<file path="config.mk">
export PLATFORM = sky130hd
export DESIGN_NAME = cascade_cluster
export DESIGN_NICKNAME = d
export VERILOG_FILES = /design/src/rtl/ccl_pkg.sv /design/src/rtl/ccl_route_box.sv /design/src/rtl/ccl_lane.sv /design/src/rtl/cascade_cluster.sv
export SDC_FILE = /design/constraint.sdc
export NUM_CORES = 1
export LEC_CHECK = 0
export BUFFER_PORTS_ARGS = -buffer_cell sky130_fd_sc_hd__clkbuf_2
export CORE_MARGIN = 3
export CORE_UTILIZATION = 25
export DETAILED_ROUTE_END_ITERATION = 7
export GPL_ROUTABILITY_DRIVEN = 0
export MAX_ROUTING_LAYER = met4
export SYNTH_ARGS = -nofsm -noshare
export SYNTH_HDL_FRONTEND = slang
export SYNTH_HIERARCHICAL = 1
export SYNTH_SLANG_ARGS = --single-unit
</file>
<file path="constraint.sdc">
create_clock -name clk -period 3.9 [get_ports clk]
set_clock_uncertainty 0.15 [all_clocks]
set_input_delay 0.195 -clock clk [delete_from_list [all_inputs] [get_ports clk]]
set_output_delay 0.195 -clock clk [all_outputs]
set_load 0.05 [all_outputs]
</file>
<file path="src/rtl/ccl_pkg.sv">
package ccl_pkg;

    typedef enum logic [1:0] {
        BOX_AND  = 2'b00,
        BOX_OR   = 2'b01,
        BOX_ZERO = 2'b10,
        BOX_ONE  = 2'b11
    } box_mode_e;

    localparam logic LANE_DATA = 1'b0;
    localparam logic LANE_FLAG = 1'b1;

endpackage

</file>
<file path="src/rtl/ccl_route_box.sv">
module ccl_route_box
    import ccl_pkg::*;
#(
    parameter int W = 16
) (
    input  logic [W-1:0] acc_in,
    input  logic [W-1:0] operand,
    input  logic         active,
    input  box_mode_e    mode,
    output logic [W-1:0] acc_out
);

    logic [W-1:0] neutral;
    logic [W-1:0] eff_op;

    always_comb begin
        neutral = (mode == BOX_AND) ? {W{1'b1}} : {W{1'b0}};
        eff_op  = active ? operand : neutral;
        unique case (mode)
            BOX_AND:  acc_out = acc_in & eff_op;
            BOX_OR:   acc_out = acc_in | eff_op;
            BOX_ZERO: acc_out = {W{1'b0}};
            default:  acc_out = {W{1'b1}};
        endcase
    end

endmodule

</file>
<file path="src/rtl/ccl_lane.sv">
module ccl_lane
    import ccl_pkg::*;
#(
    parameter int N = 8,
    parameter int W = 16
) (
    input  logic [N*W-1:0] values,
    input  logic [N-1:0]   active,
    input  logic [2*N-1:0] modes,
    output logic [W-1:0]   result
);

    logic [W-1:0] chain [N+1];
    box_mode_e    first_mode;

    assign first_mode = box_mode_e'(modes[1:0]);
    assign chain[0]   = (first_mode == BOX_AND) ? {W{1'b1}} : {W{1'b0}};

    for (genvar i = 0; i < N; i++) begin : g_stage
        ccl_route_box #(.W(W)) i_box (
            .acc_in  (chain[i]),
            .operand (values[i*W +: W]),
            .active  (active[i]),
            .mode    (box_mode_e'(modes[2*i +: 2])),
            .acc_out (chain[i+1])
        );
    end

    assign result = chain[N];

endmodule

</file>
<file path="src/rtl/cascade_cluster.sv">
module cascade_cluster
    import ccl_pkg::*;
#(
    parameter int N_CORES = 8,
    parameter int DATA_W  = 16,
    parameter int FLAG_W  = 4,
    localparam int IDX_W  = (N_CORES > 1) ? $clog2(N_CORES) : 1
) (
    input  logic                      clk,
    input  logic                      rst_n,
    input  logic [N_CORES*DATA_W-1:0] core_data,
    input  logic [N_CORES*FLAG_W-1:0] core_flag,
    input  logic [N_CORES-1:0]        core_active,
    input  logic [N_CORES-1:0]        core_finish,
    input  logic                      cfg_we,
    input  logic                      cfg_lane,
    input  logic [IDX_W-1:0]          cfg_idx,
    input  logic [1:0]                cfg_mode,
    output logic [DATA_W-1:0]         common_data,
    output logic [FLAG_W-1:0]         common_flag,
    output logic                      phase,
    output logic                      cluster_done
);

    typedef struct packed {
        logic                    phase;
        logic                    done;
        logic [DATA_W-1:0]       cdata;
        logic [FLAG_W-1:0]       cflag;
        logic [2*N_CORES-1:0]    dmode;
        logic [2*N_CORES-1:0]    fmode;
    } state_t;

    state_t st_d, st_q;

    logic [DATA_W-1:0] data_res;
    logic [FLAG_W-1:0] flag_res;

    ccl_lane #(.N(N_CORES), .W(DATA_W)) i_data_lane (
        .values (core_data),
        .active (core_active),
        .modes  (st_q.dmode),
        .result (data_res)
    );

    ccl_lane #(.N(N_CORES), .W(FLAG_W)) i_flag_lane (
        .values (core_flag),
        .active (core_active),
        .modes  (st_q.fmode),
        .result (flag_res)
    );

    always_comb begin
        st_d       = st_q;
        st_d.phase = ~st_q.phase;
        st_d.done  = &core_finish;
        if (st_q.phase) begin
            st_d.cdata = data_res;
            st_d.cflag = flag_res;
        end
        if (cfg_we && (int'(cfg_idx) < N_CORES)) begin
            if (cfg_lane == LANE_FLAG) begin
                st_d.fmode[2*cfg_idx +: 2] = cfg_mode;
            end else begin
                st_d.dmode[2*cfg_idx +: 2] = cfg_mode;
            end
        end
    end

    always_ff @(posedge clk or negedge rst_n) begin
        if (!rst_n) begin
            st_q <= '0;
            for (int i = 0; i < N_CORES; i++) begin
                st_q.dmode[2*i +: 2] <= BOX_OR;
                st_q.fmode[2*i +: 2] <= BOX_OR;
            end
        end else begin
            st_q <= st_d;
        end
    end

    assign common_data  = st_q.cdata;
    assign common_flag  = st_q.cflag;
    assign phase        = st_q.phase;
    assign cluster_done = st_q.done;

endmodule

</file>
==> impl_metrics.json, run 1 <==
{
  "clk_pin_slew_ns": 0.08,
  "synth_seq_cells": 54,
  "fill_cells": 3427,
  "cts_buffers": 5,
  "critPathSlowestCell": "dfrtp_1",
  "rows": 64,
  "crit_top_cell": "o22a_1",
  "cp_max_fo": 33,
  "period_minus_slack_ns": 3.29,
  "first_global_vias": 7205,
  "post_drt_wl_per_cell_um": 15.6,
  "drt-total-wl_mm": 24.7,
  "clk_latency_ns": 0.31,
  "multi_input_area_um2": 5150,
  "final_nets": 1377,
  "finalSetupTns_ns": 0,
  "cts_root_buffer": "clkbuf_16",
  "finalInstanceArea_um2": 8960,
  "pwr_density_cell_nw_per_um2": 323,
  "area_growth_pct": 11.8,
  "num_vias": 7680,
  "path_cells": "buf_4 > nor2_1 > buf_4 > o22a_1 > o22a_1 > o22a_1 > o22a_1 > o22a_1 > o22a_1 > o22a_1 > o22a_1 > mux2_2",
  "ff2ff_setup_slack_ns": 0.61,
  "setup-violations-final": 0,
  "cts_tree": "built",
  "drv_cap": 0,
  "post_dp_cell_area_um2": 8730,
  "first_iter_violations": 292,
  "dr.pass1.iters": 5,
  "rsz0062_at_grt": "false",
  "grt_start_max_net_pins": 55,
  "synth_area_per_cell_um2": 7.47,
  "htreeDepth": 2,
  "min_path_cells": 2,
  "hold_violations": 0,
  "io_buffers": 206,
  "seq_area_frac_synth": 0.171,
  "seqCellArea_um2": 1370,
  "critPathLaunchType": "register",
  "cpPeakStageDelay_ns": 0.35,
  "peakVddDrop_mv": 0.293,
  "max_freq_mhz": 304,
  "min_to": "st_q[0]",
  "die_h_um": 185,
  "status": "complete, no violations",
  "clock-sinks": 54,
  "timing.rr.start": "st_q[17]",
  "crit_arrival_ns": 3.34,
  "relSlewSlack": 0.224,
  "drive_above_1_share": 0.284,
  "min_from": "cfg_mode[0]",
  "syn-num-nets": 1263,
  "cp-end-kind": "register",
  "worstMarginPinSlew_ns": 1.16,
  "dieArea_um2": 34200,
  "postCtsSetupRepairBufs": 0,
  "hold_path_class": "in -> reg",
  "yosysUniqueCellTypes": 25,
  "postSynthCellCount": 1072,
  "leakage_nw": 4.35,
  "max-clock-path-buffers": 2,
  "r2r-end": "common_data[13]",
  "io_pins": 207,
  "grt_pass1_wl_mm": 38.3,
  "viasPerCell": 4.84,
  "grt_antenna_before_repair": 3,
  "coreArea_um2": 31100,
  "die_w_um": 185,
  "r2r_cells": 12,
  "ant_nets": 0,
  "yosysWarnings": 6,
  "required_ns": 3.95,
  "dpl.hpwl_mm": 19.2,
  "finalCritPeriodShare": 0.845,
  "synth_area_um2": 8010,
  "grt_util_all_layers": 0.144,
  "initial_core_util": 0.258,
  "drc": 0,
  "maxSlewViolCount": 0,
  "gr-total-overflow": 0,
  "path_class": "reg -> reg"
}
-- placed cells by master, fill, tap and decap left out, types with 5 or more instances in the layout --
| cell type | netlist | routed |
|---|---|---|
| nor2_1 | 11 | 11 |
| clkbuf_16 | 0 | 5 |
| a21oi_2 | 32 | 32 |
| nand2_1 | 5 | 5 |
| buf_4 | 44 | 9 |
| dfrtp_1 | 38 | 38 |
| o22a_1 | 160 | 160 |
| inv_1 | 164 | 164 |
| dfstp_2 | 16 | 16 |
| nor2b_1 | 163 | 163 |
| ha_1 | 6 | 6 |
| clkbuf_2 | 0 | 206 |
| mux2_2 | 52 | 52 |
| a21oi_1 | 288 | 288 |
-- metal layers --
metal,wire [um],part of all wire,GRT usage,up-vias
met2,11700,0.47,0.233,187
met4,157,0.0063,0.0243,0
met5,0,0,-,-
li1,-,-,-,3924
met3,1490,0.060,0.0242,9
met1,11400,0.46,0.192,3560
-- worst max-delay path: cells and delay by family (launching register included) --
| family | cells | cell delay (ns) |
|---|---|---|
| flip-flops | 1 | 0.35 |
| buffers and inverters | 2 | 0.53 |
| multiplexers | 1 | 0.26 |
| AND/OR/NAND/NOR | 1 | 0.09 |
| AO/OA/AOI/OAI | 8 | 1.81 |
-- cells in the mapped netlist (all sizes together) --
cell    count  area (um2)
a21oi     320        1720
inv       164         616
nor2b     163        1020
o22a      160        1400
buf       102         833
mux2       52         586
dfrtp      38         951
dfstp      16         420
nor2       11        41.3
clkbuf     10        37.5
nor3        7        61.3
nor4b       7         140
ha          6        75.1
nand2       5        18.8
nand2b      4        25.0
nand4       3        18.8
and4bb      2        25.0
nand4b      1        8.76
or2b        1        11.3
-- where the power goes --
group	internal, mW	switching (mW)	total (mW)
Combinational	0.724	0.702	1.43
Sequential	0.665	0.261	0.927
Clock	0.308	0.236	0.544
Total	1.70	1.20	2.90
-- how the worst max path moves through the flow --
stage,from,end,slack (ns)
floorplan,st_q[16],common_data[11],1.07
finish,st_q[17],common_data[13],0.61
detailed placement,core_active[0],common_data[3],0.59
global placement,core_active[0],common_data[9],0.61
CTS,st_q[19],common_data[14],0.61
global route,st_q[17],common_data[8],0.46
-- cell type report --
class | count | area share
Multi-Input combinational cell | 742 | 0.575
Clock inverter | 3 | 0.00545
Clock buffer | 5 | 0.0140
Sequential cell | 54 | 0.153
Timing Repair Buffer | 219 | 0.127
Tap cell | 396 | 0.0553
Inverter | 164 | 0.0687
Antenna cell | 3 | 0.000838
-- stage by stage --
| stage | instances | hold WS (ns) | setup slack [ns] | util | total power [mW] |
|---|---|---|---|---|---|
| global placement | 1571 | 0.225 | 0.605 | 0.281 | 2.34 |
| global route | 1586 | 0.0585 | 0.456 | 0.288 | 3.14 |
| floorplan | 1072 | -0.251 | 1.07 | - | 2.09 |
| detailed placement | 1571 | 0.224 | 0.590 | 0.281 | 2.38 |
| CTS | 1583 | 0.0553 | 0.607 | 0.288 | 2.95 |
| finish | 1586 | 0.0568 | 0.605 | 0.288 | 2.90 |
-- cells by family (layout without fill, tap and decap cells) --
logic type | after synthesis | in the layout | share of synthesized area
buffers and inverters | 276 | 391 | 0.186
adders and majority gates | 6 | 6 | 0.00937
other | 0 | 3 | 0
AOI/OAI and AO/OA | 480 | 480 | 0.390
and+or+nand+nor | 204 | 204 | 0.171
DFF | 54 | 54 | 0.171
muxes | 52 | 52 | 0.0731
-- sequential cells by signal, summed over array words and instances (netlist names) --
| name | cells |
|---|---|
| common_flag | 4 |
| common_data | 16 |
| phase | 1 |
| st_q | 32 |
| cluster_done | 1 |
-- what timing repair did --
action | CTS | global route
hold endpoints to repair | 39 | 0
gates resized for setup | 0 | 0
hold buffers | 4 | 0
setup endpoints to repair | 0 | 0
No activity file was read; power rests on OpenSTA's default activity.
==> run 2: changes to the inputs <==
- clock period: 3.9 -> 2.95 ns (I/O delays scaled with it)
==> run 2 against run 1 <==
Register-to-register slack lost 0.72 ns. Sequential cell count did not move. Total power increased by 31%. Largest cell class unchanged. Wire length up 4.1%. Critical path type unchanged. Sequential power grew 25%. Setup slack worse by 0.72 ns. The flow now finishes with violations (setup timing). First-iteration DRC count increased by 1.7%.
==> impl_metrics.json, run 2 (same netlist as run 1, synthesis figures left out) <==
{
  "status": "complete, but fails checks",
  "violations": "setup timing",
  "die_h_um": 185,
  "first_iter_violations": 297,
  "cts_buffers": 5,
  "grt_util_all_layers": 0.149,
  "cts_root_buffer": "clkbuf_16",
  "finalCritPeriodShare": 1.04,
  "numPlacedInstances": 1580,
  "dr.pass1.iters": 5,
  "cts_tree": "built",
  "path_cells": "buf_12 > buf_12 > a21oi_2 > nor2b_1 > o22a_1 > o22a_1 > o22a_1 > o22a_1 > o22a_1 > o22a_1 > o22a_1 > o22a_1 > mux2_4",
  "cp_max_fo": 7,
  "hold_violations": 0,
  "die_w_um": 185,
  "worstMarginPinSlew_ns": 1.16,
  "top_register": "st_q",
  "final_cell_mix": "a21oi_1, clkbuf_2, inv_1",
  "drive_above_1_share": 0.311,
  "peakVddDrop_mv": 0.335,
  "path_class": "reg -> reg",
  "final_common_cell": "a21oi_1",
  "max_freq_mhz": 326,
  "coreArea_um2": 31100,
  "maxSlewViolCount": 0,
  "rows": 64,
  "crit_arrival_ns": 3.11,
  "clk_latency_ns": 0.30,
  "clock-sinks": 54,
  "grt_antenna_before_repair": 3,
  "fill_cells": 3372,
  "io_pins": 207,
  "gr-total-overflow": 0,
  "required_ns": 2.99,
  "dpl.hpwl_mm": 19.5,
  "cp-end-kind": "register",
  "drt-total-wl_mm": 25.7,
  "io_buffers": 206,
  "period_minus_slack_ns": 3.07,
  "crit_top_cell": "o22a_1",
  "largest_reg_flops": 32,
  "post_drt_wl_per_cell_um": 16.0,
  "num_vias": 7817,
  "drv_cap": 0,
  "dpl_worst_slack_ns": -0.217,
  "leakage_nw": 4.54,
  "viasPerCell": 4.85,
  "drc": 0,
  "htreeDepth": 2,
  "relSlewSlack": 0.228,
  "setup-violations-final": 16,
  "multi_input_area_um2": 5250,
  "final-instance-count-excl-fill": 1611,
  "grt_pass1_wl_mm": 39.6,
  "hold_path_class": "in -> reg",
  "cpPeakStageDelay_ns": 0.45,
  "first_global_vias": 7285,
  "critPathSlowestCell": "dfrtp_2",
  "final_nets": 1400,
  "dieArea_um2": 34200,
  "seqCellArea_um2": 1370,
  "setup_ws_ns": -0.118,
  "ant_nets": 0,
  "rsz0062_at_grt": "true",
  "pwr_density_cell_nw_per_um2": 405,
  "clk_pin_slew_ns": 0.08,
  "max-clock-path-buffers": 2,
  "grt_start_max_net_pins": 41,
  "critPathLaunchType": "register",
  "initial_core_util": 0.258,
  "area_growth_pct": 17.2
}
==> run 2: cell type report <==
type / count / share of cell area
diodes: 5 / 0.00133
clock buffers: 5 / 0.0133
clock inverters: 3 / 0.00280
inverters: 164 / 0.0656
multi-input cells: 742 / 0.559
flip-flops and latches: 54 / 0.146
well taps: 396 / 0.0528
repair buffers: 242 / 0.159
==> run 2: final timing paths <==
| path | start | end | slack (ns) | depth (start not counted) |
|---|---|---|---|---|
| hold / removal | cfg_lane | st_q[1] | 0.11 | 3 |
| hold reg to reg | common_flag[1] | common_flag[1] | 0.36 | 1 |
| setup reg to reg | st_q[17] | common_data[1] | -0.12 | 13 |
| max in group asynchronous | rst_n | st_q[20] | 1.50 | 3 |
| setup / recovery | st_q[17] | common_data[1] | -0.12 | 13 |
| min in group asynchronous | rst_n | common_data[2] | 0.35 | 2 |
==> run 2: report_power, final <==
part,total [mW],internal [mW],switching [mW]
clock network,0.629,0.324,0.305
logic,2.02,0.997,1.02
registers,1.16,0.881,0.274
total,3.80,2.20,1.60
==> run 2: routing by layer <==
| metal | vias to the layer above | global-route usage | share of wire |
|---|---|---|---|
| li1 | 3987 | - | - |
| met1 | 3622 | 0.198 | 0.47 |
| met2 | 199 | 0.239 | 0.47 |
| met3 | 9 | 0.0267 | 0.059 |
| met4 | 0 | 0.0249 | 0.0055 |
| met5 | - | - | 0 |
==> run 2: what timing repair did <==
item                                   4_1_cts  5_1_grt
setup buffers                                8        2
cloned                                       2        0
setup endpoints to repair                   20       20
pin swaps                                   99       26
endpoints found under the hold margin       31        0
resized for setup                           23       12
hold buffers                                 6        0
==> run 2: worst max-delay path, delay by kind of cell, from the launching register on <==
| kind | cells | cell delay [ns] |
|---|---|---|
| buffers and inverters | 2 | 0.28 |
| AND/OR/NAND/NOR | 1 | 0.05 |
| multiplexers | 1 | 0.25 |
| flip-flops | 1 | 0.45 |
| AO/OA/AOI/OAI | 9 | 1.78 |
==> run 2: stage by stage <==
| step | util | area, um2 | setup TNS (ns) | power (mW) | hold WS, ns |
|---|---|---|---|---|---|
| 4_1_cts | 0.300 | 9320 | -1.17 | 3.85 | 0.0932 |
| 3_5_place_dp | 0.287 | 8900 | -3.04 | 3.16 | 0.174 |
| 3_3_place_gp | 0.287 | 8900 | -2.62 | 3.12 | 0.179 |
| 2_1_floorplan | - | 8010 | 0 | 2.77 | -0.298 |
| 5_1_grt | 0.302 | 9380 | -2.99 | 4.12 | 0.111 |
| 6_report | 0.302 | 9390 | -1.08 | 3.80 | 0.107 |
==> run 3: changes to the inputs <==
- ABC_AREA: unset -> 1
==> run 3 against run 2 <==
Wire length increased by 0.21%. Die area decreased by 4.9%. Largest cell class unchanged. Total power increased by 6.2%. Count of clock-buffer cells in the layout increased by 1. Critical path type unchanged. Critical path depth increased by 16. Global-route usage increased by 0.91 points. Maximum frequency decreased by 7.2%. The run still ends with setup timing left.
==> impl_metrics.json, run 3 <==
{
  "hold_violations": 0,
  "worstMarginPinSlew_ns": 0.672,
  "postSynth.asyncResetShare": 1.00,
  "synth_seq_cells": 54,
  "drt-total-wl_mm": 25.8,
  "grt_start_max_net_pins": 35,
  "drv_cap": 0,
  "path_class": "reg -> reg",
  "syn-num-nets": 1677,
  "synth_area_leader_cell": "nand2_1",
  "cp_max_fo": 7,
  "yosysTopAreaCellShare": 0.447,
  "yosysUniqueCellTypes": 21,
  "critPathSlowestCell": "dfstp_2",
  "cts_buffers": 5,
  "largest_reg_flops": 32,
  "synth_edf_count": 0,
  "max_freq_mhz": 302,
  "synthMostInstantiatedCell": "nand2_1",
  "final_cell_mix": "nand2_1, clkbuf_2, inv_1",
  "r2r-end": "common_data[7]",
  "dr.pass1.iters": 7,
  "clk_latency_ns": 0.31,
  "first_iter_violations": 697,
  "final_nets": 1859,
  "cts_root_buffer": "clkbuf_16",
  "setup_ws_ns": -0.357,
  "grt_util_all_layers": 0.158,
  "finalInstanceArea_um2": 9430,
  "io_buffers": 206,
  "num_vias": 9083,
  "rows": 63,
  "die_h_um": 180,
  "critPathLaunchType": "register",
  "synth_area_um2": 7610,
  "synthFlopType": "dfrtp_1",
  "area_growth_pct": 23.9,
  "finalCritPeriodShare": 1.12,
  "top_register": "st_q",
  "postSynthCellCount": 1486,
  "required_ns": 3.00,
  "clk_pin_slew_ns": 0.08,
  "grt_pass1_wl_mm": 42.2,
  "ant_nets": 0,
  "period_minus_slack_ns": 3.31,
  "total_power_mw": 4.04,
  "synth_area_per_cell_um2": 5.12,
  "min_from": "cfg_mode[1]",
  "io_pins": 207,
  "leakage_nw": 6.13,
  "maxSlewViolCount": 0,
  "setup-violations-final": 20,
  "seq_area_frac_synth": 0.180,
  "clock-sinks": 54,
  "violations": "setup timing",
  "post_drt_wl_per_cell_um": 12.5,
  "htreeDepth": 2,
  "cts_tree": "built",
  "final_common_cell": "nand2_1",
  "initial_core_util": 0.255,
  "pwr_density_cell_nw_per_um2": 428,
  "dpl.hpwl_mm": 20.2,
  "crit_top_cell": "nand2_1",
  "drive_above_1_share": 0.240,
  "viasPerCell": 4.40,
  "coreArea_um2": 29800,
  "max-clock-path-buffers": 2,
  "cp-end-kind": "register",
  "synthTopCellsByCount": "nand2_1, inv_1, o21ai_0",
  "relSlewSlack": 0.552,
  "yosysWarnings": 6,
  "r2r_cells": 29,
  "grt_antenna_before_repair": 6,
  "drc": 0,
  "dieArea_um2": 32600,
  "gr-total-overflow": 0,
  "timing.rr.start": "st_q[16]",
  "die_w_um": 180,
  "first_global_vias": 8476,
  "synthTopCellsByArea": "nand2_1, dfrtp_1, o21ai_0",
  "ff2ff_setup_slack_ns": -0.36,
  "min_to": "st_q[1]",
  "rsz0062_at_grt": "true",
  "fill_cells": 3420,
  "crit_arrival_ns": 3.35,
  "status": "complete, but fails checks",
  "hold_path_class": "in -> reg",
  "post_dp_cell_area_um2": 8790,
  "min_path_cells": 3,
  "cpPeakStageDelay_ns": 0.56,
  "peakVddDrop_mv": 0.216
}
==> run 3: cell types whose count changed after synthesis, sizes merged, moves of 40 or more <==
| cell | delta |
|---|---|
| nand2 | +900 |
| o21ai | +188 |
| a21oi | -320 |
| nor2b | -163 |
| buf | -40 |
| o22a | -160 |
| mux2 | -52 |
==> run 3: worst max-delay path: cells and delay by family (launching register included) <==
| family | cells | cell delay (ns) |
|---|---|---|
| buf+inv | 2 | 0.29 |
| simple gates | 23 | 1.47 |
| compound gates | 4 | 0.72 |
| flops | 1 | 0.56 |
==> run 3: cell families (layout without fill, tap and decap cells) <==
kind of cell             count (synthesis)  in the layout  share of synthesized area
AND/OR/NAND/NOR                        976            979                      0.526
buffers and inverters                  262            442                      0.160
AO/OA/AOI/OAI                          188            188                      0.124
flip-flops                              54             54                      0.180
adder cells (fa/ha/maj)                  6              6                    0.00987
other                                    0              7                          0
==> run 3: stage by stage <==
| step | setup slack [ns] | setup TNS (ns) | instances | hold slack, ns | utilization |
|---|---|---|---|---|---|
| after floorplan | 0.111 | 0 | 1486 | -0.298 | - |
| after global placement | -0.376 | -5.09 | 2030 | -0.000176 | 0.295 |
| after detailed placement | -0.458 | -6.76 | 2030 | 0.00706 | 0.295 |
| after CTS | -0.349 | -5.18 | 2057 | 0.0225 | 0.310 |
| after global routing | -0.789 | -13.68 | 2065 | 0.0435 | 0.316 |
| final | -0.357 | -5.22 | 2066 | 0.0327 | 0.316 |
==> run 3: worst max path at each step <==
stage                        start              end  cells after the start
final                     st_q[16]   common_data[7]                     29
after global placement    st_q[17]  common_data[12]                     36
after CTS                 st_q[17]  common_data[11]                     37
after floorplan           st_q[17]  common_data[10]                     35
after detailed placement  st_q[17]  common_data[12]                     36
after global routing      st_q[17]   common_data[0]                     37
==> run 3: metal layers <==
metal,GRT usage,vias to the layer above,wire length (um)
met5,-,-,0
met4,0.0307,0,401
met3,0.0250,25,1370
met2,0.260,221,12000
met1,0.206,3980,12000
li1,-,4857,-
==> run 3: final cells by class <==
type	instances	area, um2	area share
well taps	390	488	0.0518
clock buffers	6	139	0.0147
clock inverters	2	17.5	0.00186
multi-input cells	1173	5310	0.563
flip-flops and latches	54	1370	0.146
repair buffers	246	1380	0.146
inverters	188	706	0.0749
diodes	7	17.5	0.00186
==> run 3: report_power, final <==
group | leakage [nW] | internal [mW] | switching [mW]
clock | 0.0771 | 0.342 | 0.296
sequential | 0.674 | 0.868 | 0.160
combinational | 5.38 | 0.793 | 1.58
total | 6.13 | 2.00 | 2.03
==> run 3: repair_timing <==
action                                  in CTS  in global routing
hold endpoints to repair                    22                  0
cloned                                       3                  0
hold buffers                                 5                  0
pin swaps                                   33                 35
buffers inserted                            11                  2
endpoints found under the setup margin      20                 20
gates resized for setup                     79                 76
